## config.mk

```make
export PLATFORM = sky130hd
export DESIGN_NAME = fvr_wait_unit
export DESIGN_NICKNAME = d
export VERILOG_FILES = /design/src/rtl/fvr_pkg.sv /design/src/rtl/fvr_wait_ctr.sv /design/src/rtl/fvr_row_shaper.sv /design/src/rtl/fvr_wait_unit.sv
export SDC_FILE = /design/constraint.sdc
export NUM_CORES = 1
export LEC_CHECK = 0
export BUFFER_PORTS_ARGS = -buffer_cell sky130_fd_sc_hd__buf_2
export CORE_MARGIN = 2
export CORE_UTILIZATION = 39
export DETAILED_ROUTE_END_ITERATION = 8
export MAX_ROUTING_LAYER = met4
export PLACE_DENSITY = 0.65
export REMOVE_ABC_BUFFERS = 1
export SYNTH_ARGS = -nofsm -noshare
export SYNTH_HDL_FRONTEND = slang
export SYNTH_SLANG_ARGS = --single-unit
```

## constraint.sdc

```tcl
create_clock -name clk -period 2.67 [get_ports clk]
set_input_delay 0.534 -clock clk [delete_from_list [all_inputs] [get_ports clk]]
set_output_delay 0.534 -clock clk [all_outputs]
set_load 0.02 [all_outputs]
```

## src/rtl/fvr_pkg.sv

```systemverilog
package fvr_pkg;
    localparam int WORD_W    = 32;
    localparam int NUM_WORDS = 4;
    localparam int ECC_W     = 8;
    localparam int WS_W      = 5;

    typedef enum logic [1:0] {
        RD_RAW     = 2'd0,
        RD_VERIFY  = 2'd1,
        RD_COMPARE = 2'd2
    } rd_mode_e;

    localparam int PASS_HI_BIT = 16;

    function automatic rd_mode_e pick_mode(input logic vread, input logic cread);
        if (!vread)     return RD_RAW;
        else if (cread) return RD_COMPARE;
        else            return RD_VERIFY;
    endfunction
endpackage

```

## src/rtl/fvr_wait_ctr.sv

```systemverilog
module fvr_wait_ctr #(
    parameter int WS_W = 5
) (
    input  logic            clk,
    input  logic            rst,
    input  logic            req_i,
    input  logic [WS_W-1:0] load_i,
    output logic            accept_o,
    output logic            busy_o,
    output logic            last_o,
    output logic [WS_W-1:0] cnt_o
);
    logic            busy_q;
    logic [WS_W-1:0] cnt_q;
    logic            at_end;

    assign at_end   = busy_q && (cnt_q == '0);
    assign accept_o = req_i && (!busy_q || at_end);

    always_ff @(posedge clk) begin
        if (rst) begin
            busy_q <= 1'b0;
            cnt_q  <= '0;
        end else if (accept_o) begin
            busy_q <= 1'b1;
            cnt_q  <= load_i;
        end else if (at_end) begin
            busy_q <= 1'b0;
        end else if (busy_q) begin
            cnt_q  <= cnt_q - 1'b1;
        end
    end

    assign busy_o = busy_q;
    assign last_o = at_end;
    assign cnt_o  = cnt_q;
endmodule

```

## src/rtl/fvr_row_shaper.sv

```systemverilog
module fvr_row_shaper
    import fvr_pkg::*;
#(
    parameter int WORD_W    = 32,
    parameter int NUM_WORDS = 4,
    parameter int ECC_W     = 8
) (
    input  logic [WORD_W*NUM_WORDS-1:0] row_i,
    input  logic [ECC_W-1:0]            ecc_i,
    input  rd_mode_e                    mode_i,
    output logic [WORD_W*NUM_WORDS-1:0] row_o
);
    localparam logic [WORD_W-1:0] MARK_LOW  = WORD_W'(1);
    localparam logic [WORD_W-1:0] MARK_HIGH = WORD_W'(1) << PASS_HI_BIT;

    logic all_set;
    assign all_set = (&row_i) && (&ecc_i);

    for (genvar w = 0; w < NUM_WORDS; w++) begin : g_word
        logic [WORD_W-1:0] mark;
        if (w == 0) begin : g_low
            assign mark = all_set ? MARK_LOW : '0;
        end else begin : g_high
            assign mark = all_set ? MARK_HIGH : '0;
        end
        assign row_o[w*WORD_W +: WORD_W] =
            (mode_i == RD_COMPARE) ? mark : row_i[w*WORD_W +: WORD_W];
    end
endmodule

```

## src/rtl/fvr_wait_unit.sv

```systemverilog
module fvr_wait_unit
    import fvr_pkg::*;
#(
    parameter int WORD_W    = fvr_pkg::WORD_W,
    parameter int NUM_WORDS = fvr_pkg::NUM_WORDS,
    parameter int ECC_W     = fvr_pkg::ECC_W,
    parameter int WS_W      = fvr_pkg::WS_W
) (
    input  logic                        clk,
    input  logic                        rst,
    input  logic                        req_i,
    input  logic [WORD_W*NUM_WORDS-1:0] row_i,
    input  logic [ECC_W-1:0]            ecc_i,
    input  logic [WS_W-1:0]             ws_i,
    input  logic [WS_W-1:0]             dflt_ws_i,
    input  logic                        vread_en_i,
    input  logic                        cread_en_i,
    output logic                        valid_o,
    output logic [WORD_W*NUM_WORDS-1:0] rdata_o
);
    localparam int ROW_W = WORD_W * NUM_WORDS;

    rd_mode_e          mode_now;
    rd_mode_e          mode_q;
    logic [WS_W-1:0]   lat_sel;
    logic              accept;
    logic              busy;
    logic              last;
    logic [WS_W-1:0]   cnt;
    logic [ROW_W-1:0]  shaped;
    logic [ROW_W-1:0]  data_q;

    assign mode_now = pick_mode(vread_en_i, cread_en_i);
    assign lat_sel  = vread_en_i ? ws_i : dflt_ws_i;

    fvr_wait_ctr #(.WS_W(WS_W)) u_ctr (
        .clk      (clk),
        .rst      (rst),
        .req_i    (req_i),
        .load_i   (lat_sel),
        .accept_o (accept),
        .busy_o   (busy),
        .last_o   (last),
        .cnt_o    (cnt)
    );

    fvr_row_shaper #(
        .WORD_W    (WORD_W),
        .NUM_WORDS (NUM_WORDS),
        .ECC_W     (ECC_W)
    ) u_shaper (
        .row_i  (row_i),
        .ecc_i  (ecc_i),
        .mode_i (mode_now),
        .row_o  (shaped)
    );

    always_ff @(posedge clk) begin
        if (rst) begin
            data_q <= '0;
            mode_q <= RD_RAW;
        end else if (accept) begin
            data_q <= shaped;
            mode_q <= mode_now;
        end
    end

    assign valid_o = last;
    assign rdata_o = last ? data_q : '0;
endmodule

```

Word level (Yosys, flattened, before mapping)
Cells that the tools add are included.
{"block": "word_totals", "regBits": 134, "output_inout_bits": 129, "input_bits": 151, "elab_cells": 32}
{"block": "classes", "addsub": 1, "n_eq_ne": 2, "n_reduce_logical": 11, "muxes": 15}
{"op": "$mux 128", "count": 1}
{"op": "$mux 32", "count": 4}
{"op": "$reduce_and 128->1", "count": 1}
{"op": "$mux 5", "count": 4}
{"op": "$mux 17", "count": 1}
{"op": "$reduce_and 8->1", "count": 1}
{"op": "$logic_not 5->1", "count": 1}
{"op": "$sub 5x1->5 const B", "count": 1}
{"op": "$mux 2", "count": 2}
{"op": "$reduce_bool 2->1", "count": 2}
{"op": "$logic_and 1x1->1", "count": 3}
{"op": "$mux 1", "count": 3}
{"op": "$eq 2x2->1 const B", "count": 1}
{"op": "$ne 2x2->1 const B", "count": 1}
{"op": "$reduce_and 2->1", "count": 1}
{"op": "$logic_not 1->1", "count": 1}
{"op": "$logic_or 1x1->1", "count": 1}

Logic depth before layout (Yosys ltp)
Gate-level depths: netlist (run 1).
{"block": "depth", "depth_word": 6, "depth_mapped": 9}

Cells and area by module
From an unflattened synthesis (run 1), not the netlist that was laid out.
{"block": "hier_totals", "hier_cells": 798, "hier_area_um2": 7124.3}
{"module": "fvr_wait_unit", "area_each_um2": 5579.1, "n_inst": 1, "seq_area_each_um2": 2562.5, "cells_per_inst": 562}
{"module": "fvr_row_shaper", "area_each_um2": 1182.4, "n_inst": 1, "seq_area_each_um2": 0.0, "cells_per_inst": 193}
{"module": "fvr_wait_ctr", "area_each_um2": 362.8, "n_inst": 1, "seq_area_each_um2": 120.1, "cells_per_inst": 43}

Least setup slack after synthesis (run 1)
Ideal clock, no wire load.
{"block": "synth_path", "kind": "register to output", "from": "register u_ctr.cnt_q[0] (netlist: u_ctr.cnt_o[0])", "to": "output port rdata_o[100]", "t_arrival_ns": 1.557, "required_time_ns": 2.136, "path_stages_with_launch": 8, "path_buffers": 2, "setup_slack_ns": 0.579, "cell_sequence": "dfxtp_1 -> inv_1 -> ha_1 -> nand2_1 -> nor3_1 -> clkbuf_1 -> clkbuf_1 -> and2_1"}
{"block": "synth_via", "elab_chain_len": 3}
{"element": "start, declared", "line_no": "fvr_wait_ctr.sv:14", "text": "logic [WS_W-1:0] cnt_q;"}
{"element": "start signal, assigned", "line_no": "fvr_wait_ctr.sv:26", "text": "cnt_q <= load_i;"}
{"element": "start signal, assigned", "line_no": "fvr_wait_ctr.sv:30", "text": "cnt_q <= cnt_q - 1'b1;"}
{"element": "$logic_not 5->1", "line_no": "fvr_wait_ctr.sv:17", "text": "assign at_end = busy_q && (cnt_q == '0);"}
{"element": "$logic_and 1x1->1", "line_no": "fvr_wait_ctr.sv:17"}
{"element": "$mux 128", "line_no": "fvr_wait_unit.sv:69", "text": "assign rdata_o = last ? data_q : '0;"}
{"element": "end, declared", "line_no": "fvr_wait_unit.sv:19", "text": "output logic [WORD_W*NUM_WORDS-1:0] rdata_o"}
Every way passes these cells.

Worst setup path in the final report (run 1)
{"block": "layout_path", "from": "register u_ctr.cnt_q[0] (netlist: u_ctr.cnt_o[0])", "to": "output port rdata_o[76]"}
The elaborated chain is that of the path after synthesis.

==> results of run 1 <==
-- kinds of logic (layout without fill, tap and decap cells) --
family | count (synthesis) | in the layout
AND/OR/NAND/NOR | 460 | 460
flip-flops | 134 | 134
buffers and inverters | 76 | 332
AO/OA/AOI/OAI | 141 | 141
multiplexers | 4 | 4
adder cells (fa/ha/maj) | 1 | 1
-- layer usage --
layer / part of all wire (%) / up-vias
li1: - / 3284
met1: 47 / 2982
met2: 45 / 238
met3: 7.0 / 23
met4: 1.1 / 0
met5: 0 / -
-- cells in the mapped netlist, types with 2 or more instances --
master and instances:
nor2_1 133, nor4_1 7, clkbuf_1 47, inv_1 3
nand3_1 9, or2_1 4, nand4_1 32, and2_1 128
dfxtp_1 134, buf_2 24, buf_4 2, mux2i_1 3
a21oi_1 132, and3_1 125, nand2_1 11, a31oi_1 2
nor3_1 3
-- power by group through the flow --
| stage | combinational (mW) | clock [mW] | sequential [mW] |
|---|---|---|---|
| floorplan | 0.474 | 0 | 2.22 |
| global placement | 0.874 | 0 | 2.24 |
| detailed placement | 0.877 | 0 | 2.24 |
| CTS | 0.884 | 2.17 | 2.20 |
| global route | 1.04 | 2.26 | 2.21 |
| finish | 0.934 | 2.14 | 2.20 |
-- worst paths after layout --
check                                           endpoint
worst max-delay path                         rdata_o[76]
worst min register to register  data_q[119]$_SDFFE_PP0P_
worst max register to register    data_q[2]$_SDFFE_PP0P_
worst min-delay path             data_q[79]$_SDFFE_PP0P_
-- critical path: stages (launching register included) --
cell,delay [ns]
dfxtp_1,0.32
inv_1,0.11
ha_4,0.16
nand2_1,0.08
nor3_4,0.21
buf_6,0.19
clkbuf_16,0.21
and2_1,0.15
buf_2,0.17
-- repair_timing --
item | in CTS | in global routing
buffers inserted | 0 | 2
hold buffers | 0 | 0
endpoints found under the hold margin | 0 | 0
gates cloned | 0 | 3
pin swaps | 0 | 1
gates resized for setup | 1 | 8
endpoints found under the setup margin | 1 | 51
-- state kept, by name, indices dropped and copies added, names as in the netlist --
register and cells:
u_ctr.cnt_o 5, data_q 128, u_ctr.busy_o 1
-- through the flow --
| stage | utilization [%] | hold WS, ns | cells | total power, mW | area, µm² |
|---|---|---|---|---|---|
| floorplan | - | 0.4441 | 743 | 2.697 | 6023 |
| global placement | 49.76 | 0.4524 | 1252 | 3.111 | 7904 |
| detailed placement | 49.76 | 0.4623 | 1252 | 3.117 | 7904 |
| CTS | 53.18 | 0.4569 | 1283 | 5.249 | 8448 |
| global route | 53.96 | 0.4717 | 1288 | 5.516 | 8572 |
| finish | 53.96 | 0.4706 | 1288 | 5.271 | 8572 |
-- cell type report --
| type | instances | share of cell area [%] |
|---|---|---|
| clock buffers | 23 | 5.693 |
| clock inverters | 8 | 0.5839 |
| inverters | 3 | 0.1314 |
| multi-input cells | 606 | 39.28 |
| flip-flops and latches | 134 | 31.29 |
| well taps | 216 | 3.153 |
| repair buffers | 298 | 19.87 |
==> impl_metrics.ini, run 1 <==
[sta]
rsz0062_at_grt = no
fmax_mhz = 389.8
finalMaxSlewViolations = 0
setup_tns_ns = 0
period_share_pct = 96.08
hold_violations = 0
setup_violations = 0
final.min_clock_period_ns = 2.565
worstMarginPinSlew_ns = 0.6874
relSlewSlack_pct = 54.17
setup_ws_ns = 0.1047
skew_ns = 0.008305

[clocking]
cts_tree = built
htree_levels = 4
cts-root-buf = clkbuf_16
clkTransAtPathRegs_ns = 0.06
clkLatencyLatePin_ns = 0.41
clock_path_buffers = 2
clock_sink_count = 134
numCtsBuffers = 17

[floorplanning]
initial_utilization_pct = 39.88
die_width_um = 131.5
die_y_um = 131.5
ioPinCount = 280
die_area_um2 = 17280
core-area_um2 = 15890
rows = 46

[synthesis]
synth_compound_area_share_pct = 11.71
synthAdderAreaFrac_pct = 0.1975
synth_area_leader_cell = dfxtp_1
syn_area_um2 = 6335
synth_area_leaders = dfxtp_1 42%, and2_1 13%, and3_1 12%, a21oi_1 10%, nor2_1 7.9%
synth_top_family_by_area = simple AND/OR/NAND/NOR gates
synth_top_area_share_pct = 42.35
yosys_warnings = 0
synth-seq-cells = 134
synth-simple-area-share_pct = 40.00
ys.flop_type = dfxtp_1
synth-edff-count = 0
muxShareOfSynthArea_pct = 0.6518
synth_cell_type_count = 34
async_flop_share_pct = 0
synthXorXnorAreaFrac_pct = 0
yosysSeqAreaShare_pct = 42.35
synth_cells = 816
syn-mean-instance-area_um2 = 7.763

[placement]
gp_congestion = 0.8057
preCtsSetupSlack_ns = 0.4417
portBuffers = 279
hpwlAfterDp_um = 13350

[grt]
met3_usage_pct = 5.324
grt_use_total_pct = 22.85
met1_usage_pct = 30.75
grt_max_degree = 135
grt-busiest-layer = met2
grt_first_pass_wirelength_um = 31140
antenna_found_initial = 0
grt_pass1_vias = 5920
grt_use_met2_pct = 34.67
globalRoute.totalOverflow = 0

[worst_setup_path]
startpoint_type = register
endpoint_kind = primary output
cp.arrival_ns = 2.03
crit_type = register to primary output
r2r_setup_slack_ns = 0.46
reg2reg_from = u_ctr.cnt_o[0]$_SDFFE_PP0P_
startpoint = u_ctr.cnt_o[0]$_SDFFE_PP0P_
reg2regPathDepth = 7
cp_max_fo = 29
cp.required_ns = 2.14

[finish]
layout_common_cells = 274 x buf_2, 134 x dfxtp_1, 133 x nor2_1, 132 x a21oi_1, 128 x and2_1
drive_gt1_share_pct = 31.34
seq_area_um2 = 2683
diodes = 0
nFillCells = 1598
area_growth_pct = 35.32
layout.nets = 1212
final_common_cell = buf_2
multi_input_area_um2 = 3367

[power]
power_switching_mw = 1.472
clockPowerShare_pct = 40.6
peakVddDrop_v = 0.0003888
p_leak_nw = 4.449
p_int_mw = 3.799
p_per_area_nw_per_um2 = 614.9
p_sw_share_pct = 27.92
p_comb_share_pct = 17.7
p_seq_share_pct = 41.7

[detailed_routing]
finalWirelength_um = 20610
routedWlPerCell_um = 16.00
ant_nets = 0
drc = 0
viasPerCell = 5.068
drt_pass1_iterations = 5
drt_iter0_drc = 410
vias = 6527

[hold_path]
min_path_type = primary input to register
min_path_cells = 4
hold_path_startpoint = row_i[79]

[run_status]
run_status = completed

[run]
max_cap_violations = 0
(Power assumes the default switching activity.)
==> inputs of run 2 (changes only) <==
==> constraint.sdc (replaced) <==
create_clock -name clk -period 2.67 [get_ports clk]
set_input_delay 0.1335 -clock clk [delete_from_list [all_inputs] [get_ports clk]]
set_output_delay 0.1335 -clock clk [all_outputs]
set_load 0.02 [all_outputs]
==> run 2 against run 1 <==
  * Design area down 0.86%
  * Cell count fell by 0.47%
  * First-iteration DRC count decreased by 0.98%
==> impl_metrics.ini, run 2 (same netlist as run 1, synthesis figures left out) <==
[worst_setup_path]
crit_chain = inv_1 > ha_1 > or4b_4 > a21bo_4 > buf_4 > a21oi_1 > nor2_1
reg2regPathDepth = 7
crit_path_max_incr_delay_ns = 0.54
cp_max_fo = 52
cp.arrival_ns = 2.55
cp_slowest_cell = or4b_4
r2r_end = data_q[113]$_SDFFE_PP0P_
reg2reg_from = u_ctr.cnt_o[0]$_SDFFE_PP0P_
cp.required_ns = 2.93
crit_type = register to register
r2r_setup_slack_ns = 0.39
endpoint_kind = register
startpoint_type = register

[detailed_routing]
finalWirelength_um = 19470
ant_nets = 0
vias = 6497
drt_iter0_drc = 406
drc = 0
routedWlPerCell_um = 15.19
drt_pass1_iterations = 4
viasPerCell = 5.068

[finish]
seq_area_um2 = 2683
final_common_cell = buf_2
regMostFlops = data_q
nFillCells = 1613
area_growth_pct = 34.15
layout_common_cells = 278 x buf_2, 134 x dfxtp_1, 133 x nor2_1, 132 x a21oi_1, 128 x and2_1
layout.nets = 1205
largest_reg_flops = 128
drive_gt1_share_pct = 30.99
stdcell_count = 1282
multi_input_area_um2 = 3348

[clocking]
post_cts_buffers = 0
htree_levels = 4
clkTransAtPathRegs_ns = 0.06
numCtsBuffers = 17
clock_sink_count = 134
cts-root-buf = clkbuf_16
clock_path_buffers = 2
cts_resized = 0
cts_hold_buffers = 0
cts_tree = built
clkLatencyLatePin_ns = 0.41

[hold_path]
holdPathEnd = data_q[24]$_SDFFE_PP0P_
hold_path_startpoint = row_i[24]
min_path_type = primary input to register
min_path_cells = 4

[sta]
period_share_pct = 85.53
final.min_clock_period_ns = 2.284
rsz0062_at_grt = no
fmax_mhz = 437.9
relSlewSlack_pct = 48.04
skew_ns = 0.009351
finalMaxSlewViolations = 0
setup_violations = 0
worstMarginPinSlew_ns = 0.7794
hold_violations = 0
holdWs_ns = 0.07230

[floorplanning]
die_y_um = 131.5
die_width_um = 131.5
ioPinCount = 280
rows = 46
die_area_um2 = 17280
core-area_um2 = 15890
initial_utilization_pct = 39.88

[power]
peakVddDrop_v = 0.0003844
p_per_area_nw_per_um2 = 650.6
p_leak_nw = 4.429

[placement]
hpwlAfterDp_um = 13370
place_inst = 1250
portBuffers = 279
gp_congestion = 0.8084

[grt]
grt_use_total_pct = 22.44
grt_pass1_vias = 5804
antenna_found_initial = 1
grt_first_pass_wirelength_um = 30560
grt_max_degree = 75
globalRoute.totalOverflow = 0

[run_status]
run_status = completed

[run]
max_cap_violations = 0
[run 2: cell types whose count changed in the layout (fill, tap and decap cells not counted), moves of 2 or more]
cell,change
clkbuf_8,-3
clkbuf_4,-2
buf_2,+4
clkbuf_16,-3
clkbuf_1,-2
buf_4,-4
bufinv_16,+4
[run 2: how the worst max path moves through the flow]
stage | from | to
final | u_ctr.cnt_o[0]$_SDFFE_PP0P_ | data_q[113]$_SDFFE_PP0P_
after global routing | u_ctr.cnt_o[0]$_SDFFE_PP0P_ | data_q[104]$_SDFFE_PP0P_
after CTS | u_ctr.cnt_o[0]$_SDFFE_PP0P_ | data_q[113]$_SDFFE_PP0P_
after detailed placement | u_ctr.cnt_o[0]$_SDFFE_PP0P_ | data_q[113]$_SDFFE_PP0P_
after global placement | u_ctr.cnt_o[0]$_SDFFE_PP0P_ | data_q[3]$_SDFFE_PP0P_
after floorplan | u_ctr.cnt_o[0]$_SDFFE_PP0P_ | rdata_o[0]
[run 2: layout make-up]
type	count	share of cell area, %
inverter	3	0.1325
clock inverter	13	2.120
sequential	134	31.57
timing repair buffer	291	18.40
antenna	1	0.02945
clock buffer	18	5.168
tap	216	3.180
multi-input combinational	606	39.40
[run 2: worst max-delay path: cells and delay by family (launching register included)]
| family | cells | cell delay, ns |
|---|---|---|
| flops | 1 | 0.32 |
| buf+inv | 2 | 0.38 |
| compound gates | 2 | 0.61 |
| fa+ha+maj | 1 | 0.21 |
| simple gates | 2 | 0.59 |
[run 2: per-stage QoR]
step           utilization [%]  instance area, µm²  total power [mW]  TNS, ns  setup WS [ns]
2_1_floorplan                -                6023             2.697  -394.80         -3.049
3_3_place_gp             49.58                7876             3.099        0         0.4417
3_5_place_dp             49.58                7876             3.105        0         0.4054
4_1_cts                  53.48                8496             5.579        0         0.3898
5_1_grt                  53.50                8498             5.787        0         0.2340
6_report                 53.50                8498             5.529        0         0.3863
[run 2: where the power goes]
| group | leakage (nW) | internal, mW | switching [mW] | total, mW |
|---|---|---|---|---|
| logic | 3.03 | 0.349 | 0.511 | 0.861 |
| clock network | 0.298 | 1.58 | 0.888 | 2.47 |
| registers | 1.10 | 2.14 | 0.0654 | 2.20 |
[run 2: metal layers]
layer | vias to the layer above | share of wire [%] | wire length (µm) | global-route usage [%]
met5 | - | 0 | 0 | -
li1 | 3258 | - | - | -
met2 | 242 | 46 | 8987 | 34.64
met1 | 2982 | 46 | 8994 | 29.44
met4 | 0 | 0.89 | 174 | 6.643
met3 | 15 | 6.8 | 1317 | 5.131
==> inputs of run 3 (changes only) <==
Settings changed: CORE_ASPECT_RATIO set to 0.6.
==> run 3 against run 2 <==
  * Clock skew is 0.0051 ns higher
  * Core utilization is 1.0 points lower
  * Design area is 0.75% lower
  * Wire length is 0.34% higher
  * Largest cell class unchanged
==> impl_metrics.ini, run 3 (same netlist as run 1, synthesis figures left out) <==
[run_status]
run_status = completed

[floorplanning]
die_area_um2 = 17310
rows = 36
core-area_um2 = 16080
ioPinCount = 280
initial_utilization_pct = 39.39
die_y_um = 102.7
die_width_um = 168.5

[clocking]
htree_levels = 4
cts_resized = 0
clock_path_buffers = 2
cts_hold_buffers = 0
post_cts_buffers = 0
clkLatencyLatePin_ns = 0.41
clock_sink_count = 134
clkTransAtPathRegs_ns = 0.07
numCtsBuffers = 17
cts-root-buf = clkbuf_16
cts_tree = built

[run]
max_cap_violations = 0

[power]
p_sw_share_pct = 27.86
p_seq_share_pct = 40.8
p_total_mw = 5.396
peakVddDrop_v = 0.0003454
p_leak_nw = 4.403
p_comb_share_pct = 15.9
clockPowerShare_pct = 43.3
p_per_area_nw_per_um2 = 639.8
power_switching_mw = 1.504
p_int_mw = 3.893

[grt]
antenna_found_initial = 0
grt_first_pass_wirelength_um = 30140
globalRoute.totalOverflow = 0
grt_use_total_pct = 22.54
grt_max_degree = 98
grt_pass1_vias = 5812

[sta]
relSlewSlack_pct = 41.74
worstMarginPinSlew_ns = 0.8739
finalMaxSlewViolations = 0
setup_violations = 0
skew_ns = 0.01449
final.min_clock_period_ns = 2.307
fmax_mhz = 433.5
rsz0062_at_grt = no
hold_violations = 0
period_share_pct = 86.39
setup_tns_ns = 0

[worst_setup_path]
crit_type = register to register
crit_path_max_incr_delay_ns = 0.54
startpoint_type = register
endpoint_kind = register
cp_max_fo = 57
cp.arrival_ns = 2.57
cp.required_ns = 2.93
cp_slowest_cell = or4b_4
crit_chain = inv_1 > ha_1 > or4b_4 > a21bo_4 > buf_12 > a21oi_1 > nor2_1

[finish]
layout_common_cells = 278 x buf_2, 134 x dfxtp_1, 133 x nor2_1, 132 x a21oi_1, 128 x and2_1
final_area_um2 = 8434
regMostFlops = data_q
final_common_cell = buf_2
largest_reg_flops = 128
diodes = 0
drive_gt1_share_pct = 30.76
area_growth_pct = 33.14
layout.nets = 1202

[placement]
portBuffers = 279
placed_area_um2 = 7845
hpwlAfterDp_um = 13340
gp_congestion = 0.8189

[detailed_routing]
drc = 0
routed.top_layer = met4
ant_nets = 0
viasPerCell = 5.101
drt_pass1_iterations = 5
wl_met2_um = 8360
vias = 6488
routedWlPerCell_um = 15.36
route.met3.wl_um = 1402
wl_met1_um = 9567
drt_iter0_drc = 586
finalWirelength_um = 19540

[hold_path]
min_path_type = primary input to register
[run 3: cell types whose count changed in the layout (fill, tap and decap cells not counted)]
cell	previous run	this run
clkinv_2	4	2
bufinv_16	4	2
clkinv_4	1	3
clkinvlp_4	3	2
diode_2	1	0
inv_6	1	4
clkbuf_1	0	1
buf_4	7	4
[run 3: path summary, 6_finish.rpt]
path / from / end / slack, ns / cells after the start
setup / recovery: u_ctr.cnt_o[0]$_SDFFE_PP0P_ / data_q[3]$_SDFFE_PP0P_ / 0.36 / 7
hold / removal: row_i[56] / data_q[56]$_SDFFE_PP0P_ / 0.08 / 4
setup reg to reg: u_ctr.cnt_o[0]$_SDFFE_PP0P_ / data_q[3]$_SDFFE_PP0P_ / 0.36 / 7
hold reg to reg: data_q[57]$_SDFFE_PP0P_ / data_q[57]$_SDFFE_PP0P_ / 0.47 / 2
[run 3: per-layer routing]
layer / vias to the layer above / global-route usage, %
li1: 3254 / -
met1: 2988 / 31.41
met2: 229 / 33.02
met3: 17 / 5.106
met4: 0 / 5.769
met5: - / -
[run 3: worst max-delay path: cells and delay by family (launching register included)]
family / cells / cell delay (ns)
simple gates: 2 / 0.59
compound gates: 2 / 0.65
fa+ha+maj: 1 / 0.22
flops: 1 / 0.32
buf+inv: 2 / 0.35
[run 3: per-stage QoR]
stage	utilization (%)	worst slack (ns)	std cells	hold WS (ns)
CTS	52.45	0.3115	1272	0.06228
global route	52.45	0.2159	1272	0.07353
floorplan	-	-3.049	743	0.2026
detailed placement	48.79	0.3618	1240	0.4626
global placement	48.79	0.4218	1240	0.4528
finish	52.45	0.3633	1272	0.08046
[run 3: cell type report]
cell class	instances	area [µm²]
clock buffer	19	442.9
tap	209	261.5
timing repair buffer	288	1541
sequential	134	2683
multi-input combinational	606	3348
inverter	3	11.26
fill	1611	7646
clock inverter	13	146.4
[run 3: power by group through the flow]
stage / clock network, mW / logic [mW] / registers [mW]
2_1_floorplan: 0 / 0.474 / 2.22
3_3_place_gp: 0 / 0.852 / 2.24
3_5_place_dp: 0 / 0.856 / 2.24
4_1_cts: 2.40 / 0.859 / 2.20
5_1_grt: 2.50 / 0.953 / 2.22
6_report: 2.34 / 0.857 / 2.20
